`config.mk`:
```
export PLATFORM = sky130hd
export DESIGN_NAME = dma_mover
export DESIGN_NICKNAME = d
export VERILOG_FILES = /design/src/rtl/dma_mover_pkg.sv /design/src/rtl/dma_regs.sv /design/src/rtl/dma_pace.sv /design/src/rtl/dma_engine.sv /design/src/rtl/dma_mover.sv
export SDC_FILE = /design/constraint.sdc
export NUM_CORES = 1
export LEC_CHECK = 0
export BUFFER_PORTS_ARGS = -buffer_cell sky130_fd_sc_hd__clkbuf_2
export CAP_MARGIN = 10
export CORE_UTILIZATION = 55
export DETAILED_ROUTE_END_ITERATION = 16
export PLACE_DENSITY = 0.78
export RECOVER_POWER = 100
export SLEW_MARGIN = 20
export SYNTH_ARGS = -nofsm -noshare
export SYNTH_HDL_FRONTEND = slang
export SYNTH_HIERARCHICAL = 1
export SYNTH_SLANG_ARGS = --single-unit
```
`constraint.sdc`:
```
create_clock -name clk -period 4.7 [get_ports clk]
set_input_delay 1.41 -clock clk [delete_from_list [all_inputs] [get_ports clk]]
set_output_delay 1.41 -clock clk [all_outputs]
set_load 0.02 [all_outputs]
```
`src/rtl/dma_mover_pkg.sv`:
```
package dma_mover_pkg;
  typedef enum logic [2:0] {
    ST_IDLE,
    ST_REQ,
    ST_RD,
    ST_WR,
    ST_GAP
  } eng_state_t;

  localparam logic [2:0] REG_SRC  = 3'd0;
  localparam logic [2:0] REG_DST  = 3'd1;
  localparam logic [2:0] REG_LEN  = 3'd2;
  localparam logic [2:0] REG_CTRL = 3'd3;
  localparam logic [2:0] REG_PACE = 3'd4;
endpackage

```
`src/rtl/dma_regs.sv`:
```
module dma_regs
  import dma_mover_pkg::*;
#(
  parameter int ADDR_W = 16,
  parameter int LEN_W  = 8,
  parameter int PACE_W = 4,
  parameter int CFG_W  = 16
) (
  input  logic              clk,
  input  logic              rst_n,
  input  logic              cfg_we,
  input  logic [2:0]        cfg_addr,
  input  logic [CFG_W-1:0]  cfg_wdata,
  output logic [CFG_W-1:0]  cfg_rdata,
  input  logic              busy,
  input  logic              done,
  input  logic [LEN_W-1:0]  remaining,
  output logic [ADDR_W-1:0] src,
  output logic [ADDR_W-1:0] dst,
  output logic [LEN_W-1:0]  len,
  output logic [PACE_W-1:0] pace,
  output logic              paced,
  output logic              go
);
  logic [ADDR_W-1:0] src_q, src_n, dst_q, dst_n;
  logic [LEN_W-1:0]  len_q, len_n;
  logic [PACE_W-1:0] pace_q, pace_n;
  logic              paced_q, paced_n;

  always_comb begin
    src_n   = src_q;
    dst_n   = dst_q;
    len_n   = len_q;
    pace_n  = pace_q;
    paced_n = paced_q;
    if (cfg_we) begin
      case (cfg_addr)
        REG_SRC:  src_n   = cfg_wdata[ADDR_W-1:0];
        REG_DST:  dst_n   = cfg_wdata[ADDR_W-1:0];
        REG_LEN:  len_n   = cfg_wdata[LEN_W-1:0];
        REG_CTRL: paced_n = cfg_wdata[1];
        REG_PACE: pace_n  = cfg_wdata[PACE_W-1:0];
        default:  ;
      endcase
    end
  end

  always_ff @(posedge clk or negedge rst_n) begin
    if (!rst_n) begin
      src_q   <= '0;
      dst_q   <= '0;
      len_q   <= '0;
      pace_q  <= '0;
      paced_q <= 1'b0;
    end else begin
      src_q   <= src_n;
      dst_q   <= dst_n;
      len_q   <= len_n;
      pace_q  <= pace_n;
      paced_q <= paced_n;
    end
  end

  always_comb begin
    case (cfg_addr)
      REG_SRC:  cfg_rdata = CFG_W'(src_q);
      REG_DST:  cfg_rdata = CFG_W'(dst_q);
      REG_LEN:  cfg_rdata = busy ? CFG_W'(remaining) : CFG_W'(len_q);
      REG_CTRL: cfg_rdata = CFG_W'({paced_q, done, busy});
      REG_PACE: cfg_rdata = CFG_W'(pace_q);
      default:  cfg_rdata = '0;
    endcase
  end

  assign go    = cfg_we && (cfg_addr == REG_CTRL) && cfg_wdata[0];
  assign src   = src_q;
  assign dst   = dst_q;
  assign len   = len_q;
  assign pace  = pace_q;
  assign paced = paced_q;
endmodule

```
`src/rtl/dma_pace.sv`:
```
module dma_pace #(
  parameter int PACE_W = 4
) (
  input  logic              clk,
  input  logic              rst_n,
  input  logic              load,
  input  logic [PACE_W-1:0] load_val,
  output logic              expired
);
  logic [PACE_W-1:0] cnt_q, cnt_n;

  always_comb begin
    if (load)
      cnt_n = load_val;
    else if (cnt_q != '0)
      cnt_n = cnt_q - 1'b1;
    else
      cnt_n = cnt_q;
  end

  always_ff @(posedge clk or negedge rst_n) begin
    if (!rst_n) cnt_q <= '0;
    else        cnt_q <= cnt_n;
  end

  assign expired = (cnt_q == '0);

  // a loaded interval drains by one each cycle until it expires
  p_pace_drains_r6: assert property (@(posedge clk) disable iff (!rst_n)
    (!load && !expired) |=> (cnt_q == $past(cnt_q) - 1'b1));
endmodule

```
`src/rtl/dma_engine.sv`:
```
module dma_engine
  import dma_mover_pkg::*;
#(
  parameter int ADDR_W = 16,
  parameter int LEN_W  = 8,
  parameter int PACE_W = 4
) (
  input  logic              clk,
  input  logic              rst_n,
  input  logic              go,
  input  logic [ADDR_W-1:0] src,
  input  logic [ADDR_W-1:0] dst,
  input  logic [LEN_W-1:0]  len,
  input  logic              paced,
  input  logic [PACE_W-1:0] pace,
  input  logic              bus_gnt,
  input  logic              pace_expired,
  output logic              pace_load,
  output logic [PACE_W-1:0] pace_val,
  output logic              bus_req,
  output logic [ADDR_W-1:0] m_addr,
  output logic              m_rd,
  output logic              m_wr,
  output logic              busy,
  output logic              done,
  output logic              irq,
  output logic [LEN_W-1:0]  remaining
);
  eng_state_t        state_q, state_n;
  logic [ADDR_W-1:0] rd_ptr_q, rd_ptr_n, wr_ptr_q, wr_ptr_n;
  logic [LEN_W-1:0]  cnt_q, cnt_n;
  logic              done_q, done_n, irq_q, irq_n;

  assign pace_val = (pace == '0) ? '0 : pace - 1'b1;

  always_comb begin
    state_n   = state_q;
    rd_ptr_n  = rd_ptr_q;
    wr_ptr_n  = wr_ptr_q;
    cnt_n     = cnt_q;
    done_n    = done_q;
    irq_n     = 1'b0;
    pace_load = 1'b0;
    case (state_q)
      ST_IDLE: if (go) begin
        rd_ptr_n = src;
        wr_ptr_n = dst;
        cnt_n    = len;
        if (len == '0) begin
          done_n = 1'b1;
          irq_n  = 1'b1;
        end else begin
          done_n  = 1'b0;
          state_n = ST_REQ;
        end
      end
      ST_REQ: if (bus_gnt) state_n = ST_RD;
      ST_RD:  state_n = ST_WR;
      ST_WR: begin
        rd_ptr_n = rd_ptr_q + 1'b1;
        wr_ptr_n = wr_ptr_q + 1'b1;
        cnt_n    = cnt_q - 1'b1;
        if (cnt_q == LEN_W'(1)) begin
          state_n = ST_IDLE;
          done_n  = 1'b1;
          irq_n   = 1'b1;
        end else if (paced) begin
          state_n   = ST_GAP;
          pace_load = 1'b1;
        end else begin
          state_n = ST_RD;
        end
      end
      ST_GAP: if (pace_expired) state_n = ST_REQ;
      default: state_n = ST_IDLE;
    endcase
  end

  always_ff @(posedge clk or negedge rst_n) begin
    if (!rst_n) begin
      state_q  <= ST_IDLE;
      rd_ptr_q <= '0;
      wr_ptr_q <= '0;
      cnt_q    <= '0;
      done_q   <= 1'b0;
      irq_q    <= 1'b0;
    end else begin
      state_q  <= state_n;
      rd_ptr_q <= rd_ptr_n;
      wr_ptr_q <= wr_ptr_n;
      cnt_q    <= cnt_n;
      done_q   <= done_n;
      irq_q    <= irq_n;
    end
  end

  assign bus_req   = (state_q == ST_REQ) || (state_q == ST_RD) || (state_q == ST_WR);
  assign m_rd      = (state_q == ST_RD);
  assign m_wr      = (state_q == ST_WR);
  assign m_addr    = m_wr ? wr_ptr_q : rd_ptr_q;
  assign busy      = (state_q != ST_IDLE);
  assign done      = done_q;
  assign irq       = irq_q;
  assign remaining = cnt_q;

  // the bus is driven only under grant
  p_drive_needs_grant_r3: assert property (@(posedge clk) disable iff (!rst_n)
    (m_rd || m_wr) |-> bus_gnt);
  // every read cycle is followed by its write cycle
  p_read_then_write_r4: assert property (@(posedge clk) disable iff (!rst_n)
    m_rd |=> m_wr);
  // the completion pulse lasts one cycle
  p_irq_single_r7: assert property (@(posedge clk) disable iff (!rst_n)
    irq |=> !irq);
  // at the pulse the bus is released and done is visible
  p_irq_released_r7: assert property (@(posedge clk) disable iff (!rst_n)
    irq |-> (done && !bus_req && !busy));
  // a zero count finishes without requesting the bus
  p_zero_len_r8: assert property (@(posedge clk) disable iff (!rst_n)
    (go && !busy && len == '0) |=> (irq && !bus_req));
  // a go during a read cycle does not disturb the transfer
  p_go_ignored_r9: assert property (@(posedge clk) disable iff (!rst_n)
    (go && m_rd) |=> m_wr);
endmodule

```
`src/rtl/dma_mover.sv`:
```
module dma_mover #(
  parameter int ADDR_W = 16,
  parameter int DATA_W = 16,
  parameter int LEN_W  = 8,
  parameter int PACE_W = 4,
  parameter int CFG_W  = 16
) (
  input  logic              clk,
  input  logic              rst_n,
  input  logic              cfg_we,
  input  logic [2:0]        cfg_addr,
  input  logic [CFG_W-1:0]  cfg_wdata,
  output logic [CFG_W-1:0]  cfg_rdata,
  output logic              bus_req,
  input  logic              bus_gnt,
  output logic [ADDR_W-1:0] m_addr,
  output logic              m_rd,
  output logic              m_wr,
  output logic [DATA_W-1:0] m_wdata,
  input  logic [DATA_W-1:0] m_rdata,
  output logic              irq
);
  logic [ADDR_W-1:0] src, dst;
  logic [LEN_W-1:0]  len, remaining;
  logic [PACE_W-1:0] pace, pace_val;
  logic              paced, go, busy, done, pace_load, pace_expired;

  dma_regs #(.ADDR_W(ADDR_W), .LEN_W(LEN_W), .PACE_W(PACE_W), .CFG_W(CFG_W)) u_regs (
    .clk(clk), .rst_n(rst_n), .cfg_we(cfg_we), .cfg_addr(cfg_addr),
    .cfg_wdata(cfg_wdata), .cfg_rdata(cfg_rdata), .busy(busy), .done(done),
    .remaining(remaining), .src(src), .dst(dst), .len(len), .pace(pace),
    .paced(paced), .go(go)
  );

  dma_pace #(.PACE_W(PACE_W)) u_pace (
    .clk(clk), .rst_n(rst_n), .load(pace_load), .load_val(pace_val),
    .expired(pace_expired)
  );

  dma_engine #(.ADDR_W(ADDR_W), .LEN_W(LEN_W), .PACE_W(PACE_W)) u_engine (
    .clk(clk), .rst_n(rst_n), .go(go), .src(src), .dst(dst), .len(len),
    .paced(paced), .pace(pace), .bus_gnt(bus_gnt), .pace_expired(pace_expired),
    .pace_load(pace_load), .pace_val(pace_val), .bus_req(bus_req),
    .m_addr(m_addr), .m_rd(m_rd), .m_wr(m_wr), .busy(busy), .done(done),
    .irq(irq), .remaining(remaining)
  );

  // read data arrives in the write cycle and is forwarded unchanged
  assign m_wdata = m_rdata;
endmodule

```
# Yosys cells after proc, flatten, opt, wreduce, memory -nomap -nowiden
# Cells that the tools add are included.
# word_totals
output_inout_bits	52
register_bits	94
inputBits	39
word_cells	81
# classes
n_addsub	5
n_mux	29
eq_ne	14
n_reduce_logical	21
# op_table
op	n
$pmux 16 s5	1
$pmux 16 s2	2
$mux 16	3
$add 16x1->16 const B	2
$mux 3	6
$mux 8	2
$pmux 8 s2	1
$pmux 3 s5	1
$eq 3x2->1 const B	4
$mux 4	3
$reduce_and 2->1	6
$ne 2x2->1 const B	5
$eq 8x1->1 const B	1
$logic_not 4->1	2
$logic_not 8->1	1
$mux 1	8
$sub 4x1->4 const B	2
$sub 8x1->8 const B	1
$eq 3x1->1 const B	2
$eq 3x3->1 const B	2
$logic_not 3->1	2
$pmux 1 s2	2
$reduce_and 4->1	1
$reduce_bool 2->1	2
other kinds (5)	7

# Longest topological paths before layout
# depth
word_depth	5
mapped_depth	10
ltp_nobuf	7

# By module
# Netlist, hierarchy kept.
# by_module_without_submodules
module	seq_area_each_um2	n_inst	cells_per_inst	area_each_um2
dma_engine	1126.1	1	354	2835.2
dma_regs	1126.1	1	171	2278.4
dma_pace	100.1	1	22	234.0
dma_mover	0.0	1	16	120.1

# Worst setup path before layout
# No wires, ideal clock.
# synth_timing
kind	input to output
from	in cfg_addr[0]
to	out cfg_rdata[0]
t_arrival_ps	2444
required_time_ps	3290
cell_stages	5
n_path_buf	2
path_slack_ps	846
path_cell_list	buf_2 -> buf_2 -> o21a_1 -> a21oi_1 -> o21ai_0
# synth_between
elab_chain_cells	2
elab_cells_between_ends	6
cone_classes	4 x eq/ne; 1 x mux; 1 x reduce/logical
# synth_rtl
element	line_no	text
from (decl)	dma_mover.sv:11	input logic [2:0] cfg_addr,
$eq 3x3->1, or another cell as far along	dma_regs.sv:65	case (cfg_addr)
$pmux 16 s5 (*)	dma_regs.sv:65	
to (decl)	dma_mover.sv:13	output logic [CFG_W-1:0] cfg_rdata,
# Every way passes the cells marked *; elsewhere a longest branch is shown, timed or not.

# Worst setup path after layout
# layout_timing
from	in cfg_addr[1]
to	out cfg_rdata[2]
# Same word-level chain as after synthesis.

==> flow_summary.html <==
<table>
<tr><th>Metric</th><th>Value</th></tr>
<tr><th colspan="2">Run status</th></tr>
<tr><td>Run status</td><td>finished, violations left</td></tr>
<tr><td>Violated checks</td><td>capacitance limit, slew limit</td></tr>
<tr><th colspan="2">Layout</th></tr>
<tr><td>Number of diodes added for antenna fixing</td><td>0</td></tr>
<tr><td>Synthesis-to-layout area growth</td><td>5.81%</td></tr>
<tr><td>Fin nets</td><td>635</td></tr>
<tr><td>Share of final-layout standard cells stronger than drive strength 1</td><td>0.146</td></tr>
<tr><td>Number of inserted filler cells in the final layout</td><td>between 800 and 900</td></tr>
<tr><td>Most common cell after layout, fill and taps aside</td><td>sky130_fd_sc_hd__dfrtp_1</td></tr>
<tr><td>Final design instance area without fill</td><td>around 0.0058 sq mm</td></tr>
<tr><td>Commonest non-fill, non-tap cells in the layout</td><td>sky130_fd_sc_hd__dfrtp_1, sky130_fd_sc_hd__nand2_1, sky130_fd_sc_hd__nor2_1, sky130_fd_sc_hd__clkbuf_1, sky130_fd_sc_hd__mux2_2</td></tr>
<tr><th colspan="2">Global route</th></tr>
<tr><td>Wire length of the first global-routing pass</td><td>approximately 22,000 microns</td></tr>
<tr><td>Pin count of the biggest net entering global routing</td><td>84</td></tr>
<tr><td>Vias in the first global route</td><td>~4,200</td></tr>
<tr><td>Total overflow reported by the global router</td><td>0</td></tr>
<tr><td>Initial antenna violation count</td><td>0</td></tr>
<tr><td>GR Util All Layers</td><td>0.280</td></tr>
<tr><th colspan="2">Timing</th></tr>
<tr><td>Period minus WS final</td><td>about 4400 ps</td></tr>
<tr><td>Hold Vio Cnt, Final</td><td>0</td></tr>
<tr><td>Max-slew violation total from the final report</td><td>between 100 and 150</td></tr>
<tr><td>Worst clock skew</td><td>roughly 17 ps</td></tr>
<tr><td>Final total negative setup slack</td><td>0 ps</td></tr>
<tr><td>Number of endpoints failing setup at the final stage</td><td>0</td></tr>
<tr><td>Fin crit share</td><td>0.926</td></tr>
<tr><td>Actual transition at the worst max-transition pin</td><td>2120 ps</td></tr>
<tr><td>Setup repair after global routing missed its margin</td><td>no</td></tr>
<tr><td>FMAX</td><td>~230 MHz</td></tr>
<tr><td>Slew margin rel.</td><td>-0.417</td></tr>
<tr><th colspan="2">Yosys</th></tr>
<tr><td>Synthesized netlist net count</td><td>607</td></tr>
<tr><td>Number of unique standard cell types used by synthesis</td><td>69</td></tr>
<tr><td>Yosys Warn Count</td><td>6</td></tr>
<tr><td>Main synth FF type</td><td>sky130_fd_sc_hd__dfrtp_1</td></tr>
<tr><td>Count of mapped cells out of synthesis</td><td>roughly 560</td></tr>
<tr><td>Mapped Area</td><td>between 0.005 and 0.006 sq mm</td></tr>
<tr><td>Syn_area_per_cell</td><td>roughly 10 sq um</td></tr>
<tr><td>Sequential share of the synthesized area</td><td>0.430</td></tr>
<tr><td>Flip-flop and latch count after synthesis</td><td>94</td></tr>
<tr><td>Proportion of synthesized flip-flops having asynchronous set or reset</td><td>1.00</td></tr>
<tr><td>Number of synthesized flops with an enable pin</td><td>0</td></tr>
<tr><th colspan="2">Detailed routing</th></tr>
<tr><td>Drt via density</td><td>a little over 6</td></tr>
<tr><td>DRT Pass-1 Iters</td><td>5</td></tr>
<tr><td>Number of DRC violations after detailed routing</td><td>0</td></tr>
<tr><td>Number of vias after detailed routing</td><td>approximately 4,500</td></tr>
<tr><td>Post-route antenna net violation count</td><td>0</td></tr>
<tr><td>Final wirelength</td><td>13,600 microns</td></tr>
<tr><td>Wire length per cell</td><td>between 15 and 20 microns</td></tr>
<tr><td>Iteration-0 DRC count of the detailed router</td><td>between 400 and 500</td></tr>
<tr><th colspan="2">Power and ir drop</th></tr>
<tr><td>Combinational share of power</td><td>0.416</td></tr>
<tr><td>Lkg Pwr</td><td>0.00244 uW</td></tr>
<tr><td>Worst supply voltage drop on vdd</td><td>slightly above 0.3 mV</td></tr>
<tr><td>Sw Share</td><td>0.450</td></tr>
<tr><td>Share of total power in the clock network</td><td>0.167</td></tr>
<tr><td>Power spent charging and discharging nets</td><td>~1600 uW</td></tr>
<tr><td>Internal power consumption</td><td>1910 uW</td></tr>
<tr><td>Power density cells</td><td>about 600 mW/mm^2</td></tr>
<tr><td>Sequential share of power</td><td>0.417</td></tr>
<tr><th colspan="2">Worst setup path</th></tr>
<tr><td>Worst path required time</td><td>roughly 3300 ps</td></tr>
<tr><td>Startpoint type of the worst setup path</td><td>input pin</td></tr>
<tr><td>Top fanout value on the critical path</td><td>15</td></tr>
<tr><td>Data arrival time at the worst-slack endpoint</td><td>a little under 3000 ps</td></tr>
<tr><td>Setup CP Type</td><td>in2out</td></tr>
<tr><td>Crit end category</td><td>output port</td></tr>
<tr><th colspan="2">CTS</th></tr>
<tr><td>Clock transition time at the flip-flop clock pins of the worst setup and hold paths</td><td>about 100 ps</td></tr>
<tr><td>Gates resized, CTS repair</td><td>0</td></tr>
<tr><td>Setup bufs post-CTS</td><td>0</td></tr>
<tr><td>CTS Root Buffer Type</td><td>sky130_fd_sc_hd__clkbuf_8</td></tr>
<tr><td>Sinks on the clock net</td><td>between 90 and 100</td></tr>
<tr><td>Number of buffers on the longest clock path</td><td>2</td></tr>
<tr><td>Total clock buffers created by CTS</td><td>9</td></tr>
<tr><td>Number of buffers inserted by hold repair at cts</td><td>0</td></tr>
<tr><td>TritonCTS clock tree</td><td>done</td></tr>
<tr><td>Insertion delay to the later sink of the worst-skew pair</td><td>around 380 ps</td></tr>
<tr><td>H-tree depth</td><td>3</td></tr>
<tr><th colspan="2">Die</th></tr>
<tr><td>Floorplan die height</td><td>102 microns</td></tr>
<tr><td>Die width</td><td>between 100 and 150 microns</td></tr>
<tr><td>Effective utilization at floorplan</td><td>0.565</td></tr>
<tr><td>Ports</td><td>91</td></tr>
<tr><td>Die area</td><td>roughly 0.010 sq mm</td></tr>
<tr><td>Number of core rows</td><td>36</td></tr>
<tr><td>Std-Cell Core Area</td><td>between 0.009 and 0.01 sq mm</td></tr>
<tr><th colspan="2">Placement</th></tr>
<tr><td>Placed standard-cell area</td><td>~0.0057 sq mm</td></tr>
<tr><td>Number of I/O port buffers</td><td>58</td></tr>
<tr><td>RePlAce Congestion</td><td>slightly below 0.9</td></tr>
<tr><td>Half-perimeter wire length after placement</td><td>~9500 microns</td></tr>
<tr><th colspan="2">Worst hold path</th></tr>
<tr><td>Kind of path behind the tightest hold check</td><td>reg2reg</td></tr>
<tr><th colspan="2">Flow run</th></tr>
<tr><td>Maximum Capacitance Violations</td><td>2</td></tr>
</table>
[sequential cells by signal (all words and copies together), names as in the netlist, 3 cells and up]
name / count
u_regs/len: 8
u_regs/dst: 16
u_engine/rd_ptr_q: 16
u_engine/state_q: 3
u_pace/cnt_q: 4
u_engine/wr_ptr_q: 16
u_regs/pace: 4
u_regs/src: 16
u_engine/remaining: 8
[per-layer routing]
layer  GRT usage  part of all wire  vias up
li1            -                 -     2105
met1       0.419              0.47     2223
met2       0.409              0.45      181
met3      0.0524             0.071       17
met4      0.0925             0.014        0
met5           0                 0        -
[synthesized netlist by cell type (5+ instances only)]
cell type,instances,area (sq um)
sky130_fd_sc_hd__dfrtp_1,94,2350
sky130_fd_sc_hd__nand2_1,80,300
sky130_fd_sc_hd__nor2_1,48,180
sky130_fd_sc_hd__mux2_2,32,360
sky130_fd_sc_hd__mux2i_1,25,250
sky130_fd_sc_hd__nand3_1,21,105
sky130_fd_sc_hd__a21oi_1,19,95.1
sky130_fd_sc_hd__buf_4,18,135
sky130_fd_sc_hd__clkbuf_1,16,60.1
sky130_fd_sc_hd__nand4_1,15,93.8
sky130_fd_sc_hd__buf_2,12,60.1
sky130_fd_sc_hd__o21ai_1,12,60.1
sky130_fd_sc_hd__o211ai_1,11,82.6
sky130_fd_sc_hd__inv_1,10,37.5
sky130_fd_sc_hd__mux2_4,10,150
sky130_fd_sc_hd__nor3_1,9,45.0
sky130_fd_sc_hd__o21ai_0,9,45.0
sky130_fd_sc_hd__a211oi_1,7,52.6
sky130_fd_sc_hd__a311oi_1,6,52.6
sky130_fd_sc_hd__and3_1,6,37.5
sky130_fd_sc_hd__nand2b_1,6,37.5
sky130_fd_sc_hd__nor4_1,6,37.5
sky130_fd_sc_hd__ha_1,5,62.6
[final cells by class]
class	instances	area [sq um]	area share
multi-input combinational	407	2710	0.468
timing repair buffer	68	303	0.0523
sequential	94	2350	0.407
inverter	11	41.3	0.00714
tap	133	166	0.0288
clock inverter	6	75.1	0.0130
clock buffer	10	138	0.0238
[through the flow]
step	worst slack, ps	hold WS, ps	instances	util	power, uW
3_5_place_dp	671	513	713	0.590	2950
5_1_grt	267	561	729	0.597	3720
6_report	346	538	729	0.597	3480
3_3_place_gp	661	502	713	0.590	2890
4_1_cts	664	538	729	0.612	3530
2_1_floorplan	846	443	563	-	2510
[power by group through the flow]
stage	logic (uW)	clock network, uW	registers (uW)
final	1450	581	1450
after global routing	1600	620	1500
after CTS	1500	590	1440
after floorplan	1180	0	1330
after detailed placement	1490	0	1450
after global placement	1460	0	1430
[cells by family after synthesis]
| kind of cell | count (synthesis) | share of synthesized area |
|---|---|---|
| compound gates | 110 | 0.143 |
| xor+xnor | 2 | 0.00320 |
| fa+ha+maj | 5 | 0.0114 |
| buf+inv | 62 | 0.0625 |
| flops | 94 | 0.430 |
| mux | 71 | 0.147 |
| simple gates | 219 | 0.202 |
[critical path, stage by stage]
cell	delay, ps
sky130_fd_sc_hd__clkbuf_1	490
sky130_fd_sc_hd__nor2_1	100
sky130_fd_sc_hd__a2111oi_0	560
sky130_fd_sc_hd__a311o_1	210
sky130_fd_sc_hd__clkbuf_2	170
[path summary, 6_finish.rpt]
| check | startpoint | slack, ps | to | depth (start not counted) |
|---|---|---|---|---|
| min reg2reg | u_regs/src[13] | 540 | u_regs/src[13] | 1 |
| max in group asynchronous | rst_n | 1640 | u_regs/len[4] | 2 |
| max | cfg_addr[1] | 350 | cfg_rdata[2] | 5 |
| min | u_regs/src[13] | 540 | u_regs/src[13] | 1 |
| max reg2reg | u_engine/state_q[2] | 1880 | u_engine/rd_ptr_q[7] | 6 |
| min in group asynchronous | rst_n | 1600 | u_engine/rd_ptr_q[9] | 1 |
No activity file was read; power rests on OpenSTA's default activity.
